===== src/rtl/chst_pkg.sv =====
`timescale 1ns/1ps
package chst_pkg;
   localparam int unsigned ERR_N    = 6;
   localparam int unsigned ERR_LO_N = 3;
   localparam int unsigned POS_HALT = 0;
   localparam int unsigned POS_IDLE = 1;
   localparam int unsigned POS_MODE = 3;

   typedef enum logic [1:0] {
      CH_HALTED = 2'd0,
      CH_RUN    = 2'd1,
      CH_DRAIN  = 2'd2
   } chan_st_e;

   // error k lands at 4+k for the datapath group, skipping reserved bit 7 for the SG group
   function automatic int unsigned err_pos(int unsigned k);
      return (k < ERR_LO_N) ? (4 + k) : (5 + k);
   endfunction
endpackage


===== src/rtl/chst_runctl.sv =====
`timescale 1ns/1ps
module chst_runctl
   import chst_pkg::*;
(
   input  logic clk,
   input  logic rst_n,
   input  logic rs_wr_i,
   input  logic rs_wdata_i,
   input  logic err_any_i,
   input  logic quiesce_i,
   output logic run_o,
   output logic halted_o
);
   chan_st_e st_q, st_d;

   always_comb begin
      st_d = st_q;
      unique case (st_q)
         CH_HALTED: if (!err_any_i && rs_wr_i && rs_wdata_i) st_d = CH_RUN;
         CH_RUN:    if (err_any_i || (rs_wr_i && !rs_wdata_i)) st_d = CH_DRAIN;
         CH_DRAIN:  if (quiesce_i) st_d = CH_HALTED;
         default:   st_d = CH_HALTED;
      endcase
   end

   always_ff @(posedge clk) begin
      if (!rst_n) st_q <= CH_HALTED;
      else        st_q <= st_d;
   end

   assign run_o    = (st_q == CH_RUN);
   assign halted_o = (st_q == CH_HALTED);

   assert_err_drops_run_R5: assert property (@(posedge clk) disable iff (!rst_n)
      err_any_i |=> !run_o);
   assert_halt_needs_quiesce_R6: assert property (@(posedge clk) disable iff (!rst_n)
      $rose(halted_o) |-> ($past(quiesce_i) && !$past(run_o)));
   assert_restart_R7: assert property (@(posedge clk) disable iff (!rst_n)
      (halted_o && rs_wr_i && rs_wdata_i && !err_any_i) |=> (run_o && !halted_o));
endmodule


===== src/rtl/chst_errlog.sv =====
`timescale 1ns/1ps
module chst_errlog
   import chst_pkg::*;
#(
   parameter bit SG_EN = 1'b1
) (
   input  logic             clk,
   input  logic             rst_n,
   input  logic [ERR_N-1:0] err_evt_i,
   output logic [ERR_N-1:0] flags_o,
   output logic             err_any_o
);
   logic [ERR_N-1:0] mask;
   logic [ERR_N-1:0] err_vld;
   logic [ERR_N-1:0] flags_q;

   generate
      if (SG_EN) begin : g_sg_mask
         assign mask = '1;
      end else begin : g_dr_mask
         assign mask = {{(ERR_N-ERR_LO_N){1'b0}}, {ERR_LO_N{1'b1}}};
      end
   endgenerate

   assign err_vld   = err_evt_i & mask;
   assign err_any_o = |err_vld;

   always_ff @(posedge clk) begin
      if (!rst_n) flags_q <= '0;
      else        flags_q <= flags_q | err_vld;
   end

   assign flags_o = flags_q;

   for (genvar k = 0; k < ERR_N; k++) begin : g_chk
      assert_flag_sticky_R3: assert property (@(posedge clk) disable iff (!rst_n)
         flags_q[k] |=> flags_q[k]);
      assert_flag_set_R3: assert property (@(posedge clk) disable iff (!rst_n)
         err_vld[k] |=> flags_q[k]);
   end
endmodule


===== src/rtl/chst_idle.sv =====
`timescale 1ns/1ps
module chst_idle #(
   parameter bit SG_EN = 1'b1
) (
   input  logic clk,
   input  logic rst_n,
   input  logic run_i,
   input  logic halted_i,
   input  logic arm_acc_i,
   input  logic tail_hit_i,
   input  logic xfer_done_i,
   output logic idle_o
);
   logic done_evt;
   logic idle_q;

   generate
      if (SG_EN) begin : g_sg_idle
         assign done_evt = tail_hit_i;
      end else begin : g_dr_idle
         assign done_evt = xfer_done_i;
      end
   endgenerate

   always_ff @(posedge clk) begin
      if (!rst_n)                  idle_q <= 1'b0;
      else if (halted_i)           idle_q <= 1'b0;
      else if (arm_acc_i)          idle_q <= 1'b0;
      else if (run_i && done_evt)  idle_q <= 1'b1;
   end

   assign idle_o = idle_q & ~halted_i;

   assert_idle_cleared_R9: assert property (@(posedge clk) disable iff (!rst_n)
      halted_i |=> !idle_q);
   assert_arm_clears_idle_R10: assert property (@(posedge clk) disable iff (!rst_n)
      arm_acc_i |=> !idle_q);
endmodule


===== src/rtl/chst_status.sv =====
`timescale 1ns/1ps
module chst_status
   import chst_pkg::*;
#(
   parameter bit          SG_EN    = 1'b1,
   parameter int unsigned STATUS_W = 32
) (
   input  logic                clk,
   input  logic                rst_n,
   input  logic                rs_wr_i,
   input  logic                rs_wdata_i,
   input  logic                arm_wr_i,
   input  logic                tail_hit_i,
   input  logic                xfer_done_i,
   input  logic                quiesce_i,
   input  logic [ERR_N-1:0]    err_evt_i,
   output logic [STATUS_W-1:0] status_o,
   output logic                run_o,
   output logic                arm_o
);
   localparam int unsigned TOP_POS = err_pos(ERR_N - 1);

   initial begin
      assert_width_ok_R2: assert (STATUS_W > TOP_POS)
         else $error("STATUS_W too small for the flag layout");
   end

   logic             run, halted, idle, err_any;
   logic [ERR_N-1:0] flags;

   chst_errlog #(.SG_EN(SG_EN)) u_err (
      .clk(clk), .rst_n(rst_n), .err_evt_i(err_evt_i),
      .flags_o(flags), .err_any_o(err_any)
   );

   chst_runctl u_run (
      .clk(clk), .rst_n(rst_n), .rs_wr_i(rs_wr_i), .rs_wdata_i(rs_wdata_i),
      .err_any_i(err_any), .quiesce_i(quiesce_i),
      .run_o(run), .halted_o(halted)
   );

   assign arm_o = arm_wr_i & ~(halted & ~run);

   chst_idle #(.SG_EN(SG_EN)) u_idle (
      .clk(clk), .rst_n(rst_n), .run_i(run), .halted_i(halted),
      .arm_acc_i(arm_o), .tail_hit_i(tail_hit_i), .xfer_done_i(xfer_done_i),
      .idle_o(idle)
   );

   always_comb begin
      status_o           = '0;
      status_o[POS_HALT] = halted;
      status_o[POS_IDLE] = idle;
      status_o[POS_MODE] = SG_EN;
      for (int k = 0; k < ERR_N; k++) status_o[err_pos(k)] = flags[k];
   end

   assign run_o = run;

   assert_halt_blocks_arm_R8: assert property (@(posedge clk) disable iff (!rst_n)
      (status_o[POS_HALT] && !run_o) |-> !arm_o);
   assert_idle_not_halted_R9: assert property (@(posedge clk) disable iff (!rst_n)
      status_o[POS_HALT] |-> !status_o[POS_IDLE]);
endmodule


===== config.mk =====
export PLATFORM = sky130hd
export DESIGN_NAME = chst_status
export DESIGN_NICKNAME = d
export VERILOG_FILES = /design/src/rtl/chst_pkg.sv /design/src/rtl/chst_runctl.sv /design/src/rtl/chst_errlog.sv /design/src/rtl/chst_idle.sv /design/src/rtl/chst_status.sv
export SDC_FILE = /design/constraint.sdc
export NUM_CORES = 1
export LEC_CHECK = 0
export CELL_PAD_IN_SITES_DETAIL_PLACEMENT = 0
export CELL_PAD_IN_SITES_GLOBAL_PLACEMENT = 1
export CORE_AREA = 2 2 39 41
export CTS_BUF_LIST = sky130_fd_sc_hd__clkbuf_4
export CTS_CLUSTER_SIZE = 8
export DETAILED_ROUTE_END_ITERATION = 6
export DIE_AREA = 0 0 41 43
export DONT_BUFFER_PORTS = 1
export GPL_ROUTABILITY_DRIVEN = 0
export PLACE_DENSITY_LB_ADDON = 0.1
export SLEW_MARGIN = 10
export SYNTH_ARGS = -nofsm -noshare
export SYNTH_HDL_FRONTEND = slang
export SYNTH_SLANG_ARGS = --single-unit

===== constraint.sdc =====
create_clock -name clk -period 2.9 [get_ports clk]
set_input_delay 0.29 -clock clk [delete_from_list [all_inputs] [get_ports clk]]
set_output_delay 0.29 -clock clk [all_outputs]
set_load 0.005 [all_outputs]

# Word level (Yosys, flattened, before mapping)
# Cells that the tools add are included.
# totals
regBits	9
out_inout_bits	34
wordCells	31
# op_classes
eq_ne	5
n_mux	4
bitwise	8
reduce_logical	11
# op_table
cell	count
$mux 2	3
$or 6x6->6	1
$pmux 2 s3	1
$reduce_or 6->1	1
$logic_and 1x1->1	4
$ne 2x1->1 const B	2
$not 1->1	4
$and 1x1->1	3
$reduce_and 3->1	1
$reduce_or 3->1	1
$eq 2x1->1 const B	1
$eq 2x2->1 const B	1
$logic_not 1->1	2
$logic_not 2->1	1
$ne 2x2->1 const B	1
$logic_or 1x1->1	1

# Depth between registers and ports, before layout
# Gate-level depths: netlist of run 1.
# depth
word_depth	6
depth_mapped	3
mapped_depth_nobuf	3

# Modules after synthesis
# A second synthesis of run 1 with hierarchy kept.
# unflattened
cells_unflattened	59
hier_area_um2	539.3
# modules_own_cells
mod	n_inst	cells_each	area_per_inst_um2
chst_status	1	30	214.0
chst_errlog	1	15	178.9
chst_runctl	1	10	98.8
chst_idle	1	4	47.5

# Least setup slack after synthesis of run 1
# Ideal clock, no wire load.
# synth_path
path_kind	in2reg
from	input port err_evt_i[4]
to	register u_run.st_q[1]
setup_time_ns	0.124
arrival_time_ns	1.162
required_time_ns	2.776
path_slack_ns	1.614
cell_stages	3
cell_sequence	or4_4 -> o41ai_2 -> a21boi_1
# synth_via
elab_chain_len	6
# synth_lines
element	line	source
start, declared	chst_status.sv:16	input logic [ERR_N-1:0] err_evt_i,
$reduce_or 6->1 (*)	chst_errlog.sv:26	assign err_any_o = |err_vld;
$logic_not 1->1	chst_runctl.sv:19	CH_HALTED: if (!err_any_i && rs_wr_i && rs_wdata_i) st_d = CH_RUN;
$logic_and 1x1->1 (2 in a row)	chst_runctl.sv:19	
$ne 2x1->1 (no line)	-	
$reduce_and 3->1 (no line) (*)	-	
end signal, assigned	chst_runctl.sv:28	else st_q <= st_d;
end, declared	chst_runctl.sv:14	chan_st_e st_q, st_d;
# Every way passes the cells marked *; elsewhere a longest branch is shown, timed or not.
# A chain may end at the register's enable or synchronous reset.

# Final worst setup path of run 1
# layout_path
from	register u_run.st_q[0]
to	output port arm_o
# layout_lines
element	line	source
$logic_not 2->1	chst_runctl.sv:32	assign halted_o = (st_q == CH_HALTED);
via status_o[0]	chst_status.sv:17	output logic [STATUS_W-1:0] status_o,
$and 1x1->1	chst_status.sv:42	assign arm_o = arm_wr_i & ~(halted & ~run);
$not 1->1	chst_status.sv:42	
$and 1x1->1	chst_status.sv:42	
end, declared	chst_status.sv:19	output logic arm_o
# The timed path passes the listed nets, and every way through them passes these cells.

==> results of run 1 <==
-- state kept, by name, summed over array words and instances (netlist names) --
name,flops
u_err.flags_o,6
u_idle.idle_q,1
u_run.st_q,2
-- worst max-delay path, delay by kind of cell, from the launching register on --
| kind | cells | cell delay, ps |
|---|---|---|
| DFF | 1 | 320 |
| and+or+nand+nor | 2 | 380 |
-- kinds of logic after synthesis --
logic type             share of synthesized area
AOI/OAI and AO/OA                          0.136
other                                     0.0139
and+or+nand+nor                            0.122
muxes                                     0.0208
buffers and inverters                      0.374
DFF                                        0.333
-- cell usage in the layout, fill, tap and decap left out --
| master | netlist | routed |
|---|---|---|
| a21boi_1 | 1 | 1 |
| nor4_1 | 1 | 1 |
| conb_1 | 2 | 24 |
| nor2_1 | 1 | 1 |
| nor4b_1 | 1 | 1 |
| dfxtp_1 | 9 | 9 |
| or3_1 | 1 | 1 |
| clkbuf_4 | 0 | 4 |
| mux2_2 | 1 | 1 |
| a21oi_1 | 1 | 1 |
| o21a_1 | 6 | 6 |
| inv_1 | 1 | 1 |
| or4_4 | 1 | 1 |
| nand3_1 | 1 | 1 |
| nor2b_1 | 4 | 4 |
| o41ai_2 | 1 | 1 |
-- report_power, final --
| group | leakage (µW) | internal, µW | switching [µW] |
|---|---|---|---|
| Combinational | 0.000115 | 6.35 | 9.71 |
| Clock | 0.0000184 | 62.0 | 37.8 |
| Sequential | 0.0000745 | 130 | 4.32 |
-- routing by layer --
| layer | GRT usage | wire length [µm] | vias to the layer above | part of all wire |
|---|---|---|---|---|
| met5 | 0 | 0 | - | 0 |
| met4 | 0.0800 | 8 | 0 | 0.010 |
| met3 | 0.0628 | 131 | 2 | 0.17 |
| met2 | 0.125 | 402 | 24 | 0.52 |
| met1 | 0.0912 | 232 | 129 | 0.30 |
| li1 | - | - | 142 | - |
-- final cells by class --
type                            count  share of cell area
Multi-Input combinational cell     44               0.508
Sequential cell                     9               0.379
Clock buffer                        4              0.0632
Tap cell                           16              0.0421
Inverter                            1             0.00789
-- stage by stage --
stage / hold WS (ps) / power [µW] / setup WS, ps / utilization
final: 110 / 250 / 1670 / 0.344
after global placement: 368 / 152 / 1580 / 0.322
after CTS: 102 / 254 / 1650 / 0.344
after detailed placement: 369 / 152 / 1570 / 0.322
after floorplan: 366 / 175 / 1610 / -
after global routing: 90.7 / 268 / 1590 / 0.344
-- worst paths after layout --
path,startpoint,endpoint,cells past startpoint,slack [ps]
worst min-delay path,arm_wr_i,u_idle.idle_q,1,110
worst max register to register,u_run.st_q[0],u_run.st_q[1],3,1940
worst min register to register,u_err.flags_o[2],u_err.flags_o[2],1,480
worst max-delay path,u_run.st_q[0],arm_o,2,1670
-- Yosys cell counts (all sizes together) --
cell	number	area, µm²
nor4	1	6.26
dfxtp	9	180
conb	2	7.51
or3	1	6.26
o21a	6	45.0
mux2	1	11.3
clkbuf	1	3.75
nor2b	4	25.0
nor2	1	3.75
or4	1	11.3
inv	1	3.75
nor4b	1	8.76
a21boi	1	7.51
nand3	1	5.00
o41ai	1	16.3
buf	26	195
a21oi	1	5.00
==> flow_summary.rst, run 1 <==
.. list-table::
   :header-rows: 1

   * - Metric
     - Value
   * - Maxcap violations
     - 0
   * - Max stage delay cell, worst path
     - dfxtp_1
   * - Filler-free cell count of the finished design
     - 74
   * - Peak per-stage delay on the critical path
     - 320 ps
   * - Area of placed instances
     - 445 µm²
   * - Overall via count from detail_route
     - 297
   * - Drt drc
     - 0
   * - Height of the chip
     - 43 µm
   * - Time the final worst path needs with I/O delays and setup
     - 1230 ps
   * - Final clock period utilization by the worst path
     - 0.426
   * - Post-detailed-route wirelength per cell
     - 10.5 µm
   * - Cell area after layout
     - 475 µm²
   * - Width of the die
     - 41 µm
   * - Clock transition at the registers of the reported paths
     - 60 ps
   * - Highest attainable clock frequency
     - 0.810 GHz
   * - Largest net degree at the start of global routing
     - 10
   * - Sequential cell area fraction in the yosys report
     - 0.333
   * - Synth unique cells
     - 17
   * - Routed wire length
     - 774 µm
   * - Leakage power
     - 0.000208 µW
   * - Status
     - complete, no violations
   * - Fill cell count
     - 174
   * - Count of endpoints failing hold in the final timing report
     - 0
   * - Number of iterations in the first detailed-routing pass
     - 2
   * - Die area
     - 1760 µm²
   * - Mean instance size in the synthesized netlist
     - 9.18 µm²
   * - RSZ-0062 raised after global routing
     - false
   * - Area delta synth->final
     - -12.2%
   * - Area used by multi-input combinational logic
     - 241 µm²
   * - Synthesized instance count
     - 59
   * - Post-cts hold buffer count
     - 0
   * - Worst-path fanout max
     - 4
   * - # Post-CTS Setup Buffers
     - 0
   * - Register cell area after layout
     - 180 µm²
   * - Endpoint type of the worst setup path
     - primary output
   * - Worst IR Drop VDD
     - 0.000283 V
   * - Antenna violations before repair
     - 0
   * - Post-DP HPWL
     - 661 µm
   * - DRT iter0 DRCs
     - 3
   * - Net count, final
     - 73
   * - Setup CP Type
     - reg -> out
   * - Starting density of the core
     - 0.392
   * - Overall overflow remaining after global route
     - 0
   * - Number of buffer cells added on primary ports
     - 0
   * - Inst Count DP
     - 70
   * - Core area
     - 1380 µm²
   * - #FFs+latches synth
     - 9
   * - Required time reported for the critical path endpoint
     - 2610 ps
   * - Count of endpoints failing setup in the final report
     - 0
   * - Ratio of routed vias to standard cells
     - 4.01
   * - Layout cells sized above 1
     - 0.121
   * - Global Route Usage Sum
     - 0.0927
   * - Number of global-route vias before repair
     - 274
   * - CTS tree
     - done
   * - Wire length of the first global-routing pass
     - 1060 µm
   * - Clock network latency to the later pin of the worst-skew pair
     - 250 ps
   * - Post-cts resize count
     - 0
   * - Total standard cell area after synthesis
     - 542 µm²
   * - Total number of yosys warnings
     - 0
   * - Tightest Hold Check Type
     - in -> reg
   * - Number of buffers between clock root and the deepest sink
     - 2
   * - Remaining antenna violation count
     - 0
   * - Kind of launch point of the worst setup path
     - flip-flop
   * - Ratio of total power to cell area
     - 526 nW/µm²
   * - Std cell rows
     - 14
   * - Clock sink total
     - 9
   * - Post-route setup TNS
     - 0 ps
   * - I/O Pins
     - 48
   * - TritonCTS Buffers
     - 3
   * - Final Slew Violations
     - 0
   * - Number of levels the H-tree was split into
     - 1
   * - Cell-by-cell trace of the critical path
     - nor2_1 -> nor2b_1
   * - Count of antenna diodes in the layout
     - 0
   * - Final setup skew
     - 2.24 ps
   * - Buffer type at the clock tree root
     - clkbuf_4
   * - Critical path arrival
     - 940 ps
No activity file was read; power rests on OpenSTA's default activity.
==> inputs of run 2 (changes only) <==
--- a/config.mk
+++ b/config.mk
@@ -7,11 +7,11 @@
 export LEC_CHECK = 0
 export CELL_PAD_IN_SITES_DETAIL_PLACEMENT = 0
 export CELL_PAD_IN_SITES_GLOBAL_PLACEMENT = 1
-export CORE_AREA = 2 2 39 41
+export CORE_MARGIN = 2
+export CORE_UTILIZATION = 41
 export CTS_BUF_LIST = sky130_fd_sc_hd__clkbuf_4
 export CTS_CLUSTER_SIZE = 8
 export DETAILED_ROUTE_END_ITERATION = 6
-export DIE_AREA = 0 0 41 43
 export DONT_BUFFER_PORTS = 1
 export GPL_ROUTABILITY_DRIVEN = 0
 export PLACE_DENSITY_LB_ADDON = 0.1
==> constraint.sdc (replaced) <==
create_clock -name clk -period 1.2 [get_ports clk]
set_input_delay 0.12 -clock clk [delete_from_list [all_inputs] [get_ports clk]]
set_output_delay 0.12 -clock clk [all_outputs]
set_load 0.005 [all_outputs]
==> flow_summary.rst, run 2 (same netlist as run 1, synthesis figures left out) <==
.. list-table::
   :header-rows: 1

   * - Metric
     - Value
   * - Number of buffers between clock root and the deepest sink
     - 2 (unchanged)
   * - NetSw
     - 134 µW (+160%)
   * - Final setup skew
     - 5.60 ps (+3.35 ps)
   * - Number of iterations in the first detailed-routing pass
     - 2 (unchanged)
   * - Net count, final
     - 81 (+11%)
   * - Clock power frac
     - 0.385 (-0.014)
   * - Overall overflow remaining after global route
     - 0 (unchanged)
   * - Leading cell type in the layout, fill and taps excluded
     - conb_1
   * - Number of levels the H-tree was split into
     - 1 (unchanged)
   * - Maxcap violations
     - 0 (unchanged)
   * - Count of antenna diodes in the layout
     - 0 (unchanged)
   * - Startpoint of the most critical hold path
     - rst_n
   * - Worst slack on hold paths
     - 19.3 ps (-90.5 ps)
   * - Remaining antenna violation count
     - 0 (unchanged)
   * - Endpoint type of the worst setup path
     - primary output
   * - Worst reg2reg path depth
     - 3 (unchanged)
   * - Sequential power share
     - 0.515 (-0.022)
   * - Count of endpoints failing hold in the final timing report
     - 0 (unchanged)
   * - Starting density of the core
     - 0.427 (+0.0355)
   * - RSZ-0062 raised after global routing
     - false
   * - Status
     - complete, no violations
   * - Ratio of total power to cell area
     - 1140 nW/µm² (+120%)
   * - Cell area after layout
     - 554 µm² (+17%)
   * - DRT iter0 DRCs
     - 2 (-1)
   * - Highest attainable clock frequency
     - 0.958 GHz
   * - Hold Crit Depth
     - 2 (+1)
   * - Net switching fraction of the power
     - 0.213 (+0.00542)
   * - Clock network latency to the later pin of the worst-skew pair
     - 250 ps (about the same)
   * - Global Route Usage Sum
     - 0.111 (+0.0184)
   * - Worst IR Drop VDD
     - 0.000678 V (+140%)
   * - Max reg flops
     - 6 (unchanged)
   * - Post-detailed-route wirelength per cell
     - 10.2 µm (-2.2%)
   * - Time the final worst path needs with I/O delays and setup
     - 1040 ps
   * - Leakage power
     - 0.000242 µW (+16%)
   * - Combinational group share of total power
     - 0.101 (+0.037)
   * - I/O Pins
     - 48 (unchanged)
   * - Required time reported for the critical path endpoint
     - 1080 ps (-1530 ps)
   * - Core area
     - 1270 µm² (-8.3%)
   * - Setup CP Type
     - reg -> out
   * - Routed wire length
     - 829 µm (+7.1%)
   * - Overall via count from detail_route
     - 322 (+8.4%)
   * - Post-route setup TNS
     - 0 ps (unchanged)
   * - Ratio of routed vias to standard cells
     - 3.98 (-0.95%)
   * - Area of placed instances
     - 444 µm² (-0.28%)
   * - TritonCTS Buffers
     - 3 (unchanged)
   * - Layout cells sized above 1
     - 0.106 (-0.0146)
   * - Count of endpoints failing setup in the final report
     - 0 (unchanged)
   * - Number of buffer cells added on primary ports
     - 0 (unchanged)
   * - Worst-path fanout max
     - 4 (unchanged)
   * - Die area
     - 1630 µm² (-7.7%)
   * - Post-DP HPWL
     - 636 µm (-3.7%)
   * - Register-to-register setup slack
     - 250 ps (-1690 ps)
   * - # Post-CTS Setup Buffers
     - 0 (unchanged)
   * - Largest net degree at the start of global routing
     - 7 (-3)
   * - Post-cts resize count
     - 0 (unchanged)
   * - CTS tree
     - done
   * - Launching point of the worst reg2reg path
     - u_run.st_q[0]
   * - Height of the chip
     - 40.4 µm (-6.2%)
   * - Kind of launch point of the worst setup path
     - flip-flop
   * - Number of global-route vias before repair
     - 285 (+4.0%)
   * - Antenna violations before repair
     - 0 (unchanged)
   * - Wire length of the first global-routing pass
     - 1160 µm (+9.1%)
   * - Reg-to-Reg End
     - u_run.st_q[1]
   * - Commonest cells after routing, fill and taps aside
     - conb_1 (24), dfxtp_1 (9), dlygate4sd3_1 (8)
   * - Std cell rows
     - 13 (-1)
   * - Final clock period utilization by the worst path
     - 0.870
   * - Area delta synth->final
     - 2.31%
   * - Clock sink total
     - 9 (unchanged)
   * - Post-layout util
     - 0.437 (+0.0933)
   * - Clock transition at the registers of the reported paths
     - 50 ps (about the same)
   * - Tightest Hold Check Type
     - in -> reg
   * - Width of the die
     - 40.4 µm (-1.6%)
   * - Buffer type at the clock tree root
     - clkbuf_4
   * - End point of the most critical hold path
     - u_run.st_q[0]
   * - Drt drc
     - 0 (unchanged)
   * - Internal power summed over all cells
     - 496 µW (+150%)
   * - Final Slew Violations
     - 0 (unchanged)
   * - Critical path arrival
     - 920 ps (-20 ps)
run 2: changes by cell type in the layout (fill, tap and decap cells not counted):
cell	change
dlygate4sd3_1	+8
run 2: area by class of cell:
class,count,area (µm²)
well taps,15,18.8
inverters,1,3.75
clock buffers,4,30.0
fillers,143,714
multi-input cells,44,241
repair buffers,8,80.1
flip-flops and latches,9,180
run 2: repair_timing:
item	4_1_cts	5_1_grt
endpoints found under the hold margin	8	0
endpoints found under the setup margin	0	0
hold buffers	8	0
run 2: worst max-delay path by stage:
| stage | from | to | slack, ps | depth (start not counted) |
|---|---|---|---|---|
| finish | u_run.st_q[0] | arm_o | 160 | 2 |
| global route | u_run.st_q[0] | status_o[1] | 70 | 2 |
| CTS | u_run.st_q[0] | arm_o | 130 | 2 |
| detailed placement | err_evt_i[4] | u_run.st_q[1] | 20 | 3 |
| global placement | err_evt_i[4] | u_run.st_q[1] | 50 | 3 |
| floorplan | err_evt_i[4] | u_run.st_q[1] | 80 | 3 |
run 2: worst max-delay path: stages (launching register included):
cell and delay [ps]:
dfxtp_1 320, nor2_1 250, nor2b_1 110
run 2: per-stage QoR:
stage                     instances  total power (µW)  setup WS (ps)
after detailed placement         69               368           18.9
after floorplan                  81               424           83.5
after global placement           69               368           48.1
after CTS                        81               636            131
after global routing             81               674           68.9
final                            81               630            156
run 2: power groups by stage:
stage | Sequential (µW) | Combinational (µW) | Clock, µW
after global placement | 331 | 36.7 | 0
after global routing | 326 | 75.2 | 274
after floorplan | 328 | 95.6 | 0
after CTS | 324 | 61.6 | 250
final | 324 | 63.3 | 242
after detailed placement | 330 | 37.5 | 0
run 2: metal layers:
metal | part of all wire | track usage | vias up
met3 | 0.11 | 0.0389 | 0
met4 | 0 | 0.0750 | 0
met1 | 0.32 | 0.128 | 140
li1 | - | - | 159
met5 | 0 | 0 | -
met2 | 0.57 | 0.171 | 23
==> inputs of run 3 (changes only) <==
--- a/config.mk
+++ b/config.mk
@@ -15,7 +15,7 @@
 export DONT_BUFFER_PORTS = 1
 export GPL_ROUTABILITY_DRIVEN = 0
 export PLACE_DENSITY_LB_ADDON = 0.1
-export SLEW_MARGIN = 10
+export SLEW_MARGIN = 15
 export SYNTH_ARGS = -nofsm -noshare
 export SYNTH_HDL_FRONTEND = slang
 export SYNTH_SLANG_ARGS = --single-unit
==> results of run 3 <==
The final DEF is identical to that of run 2; final timing and power are the same.
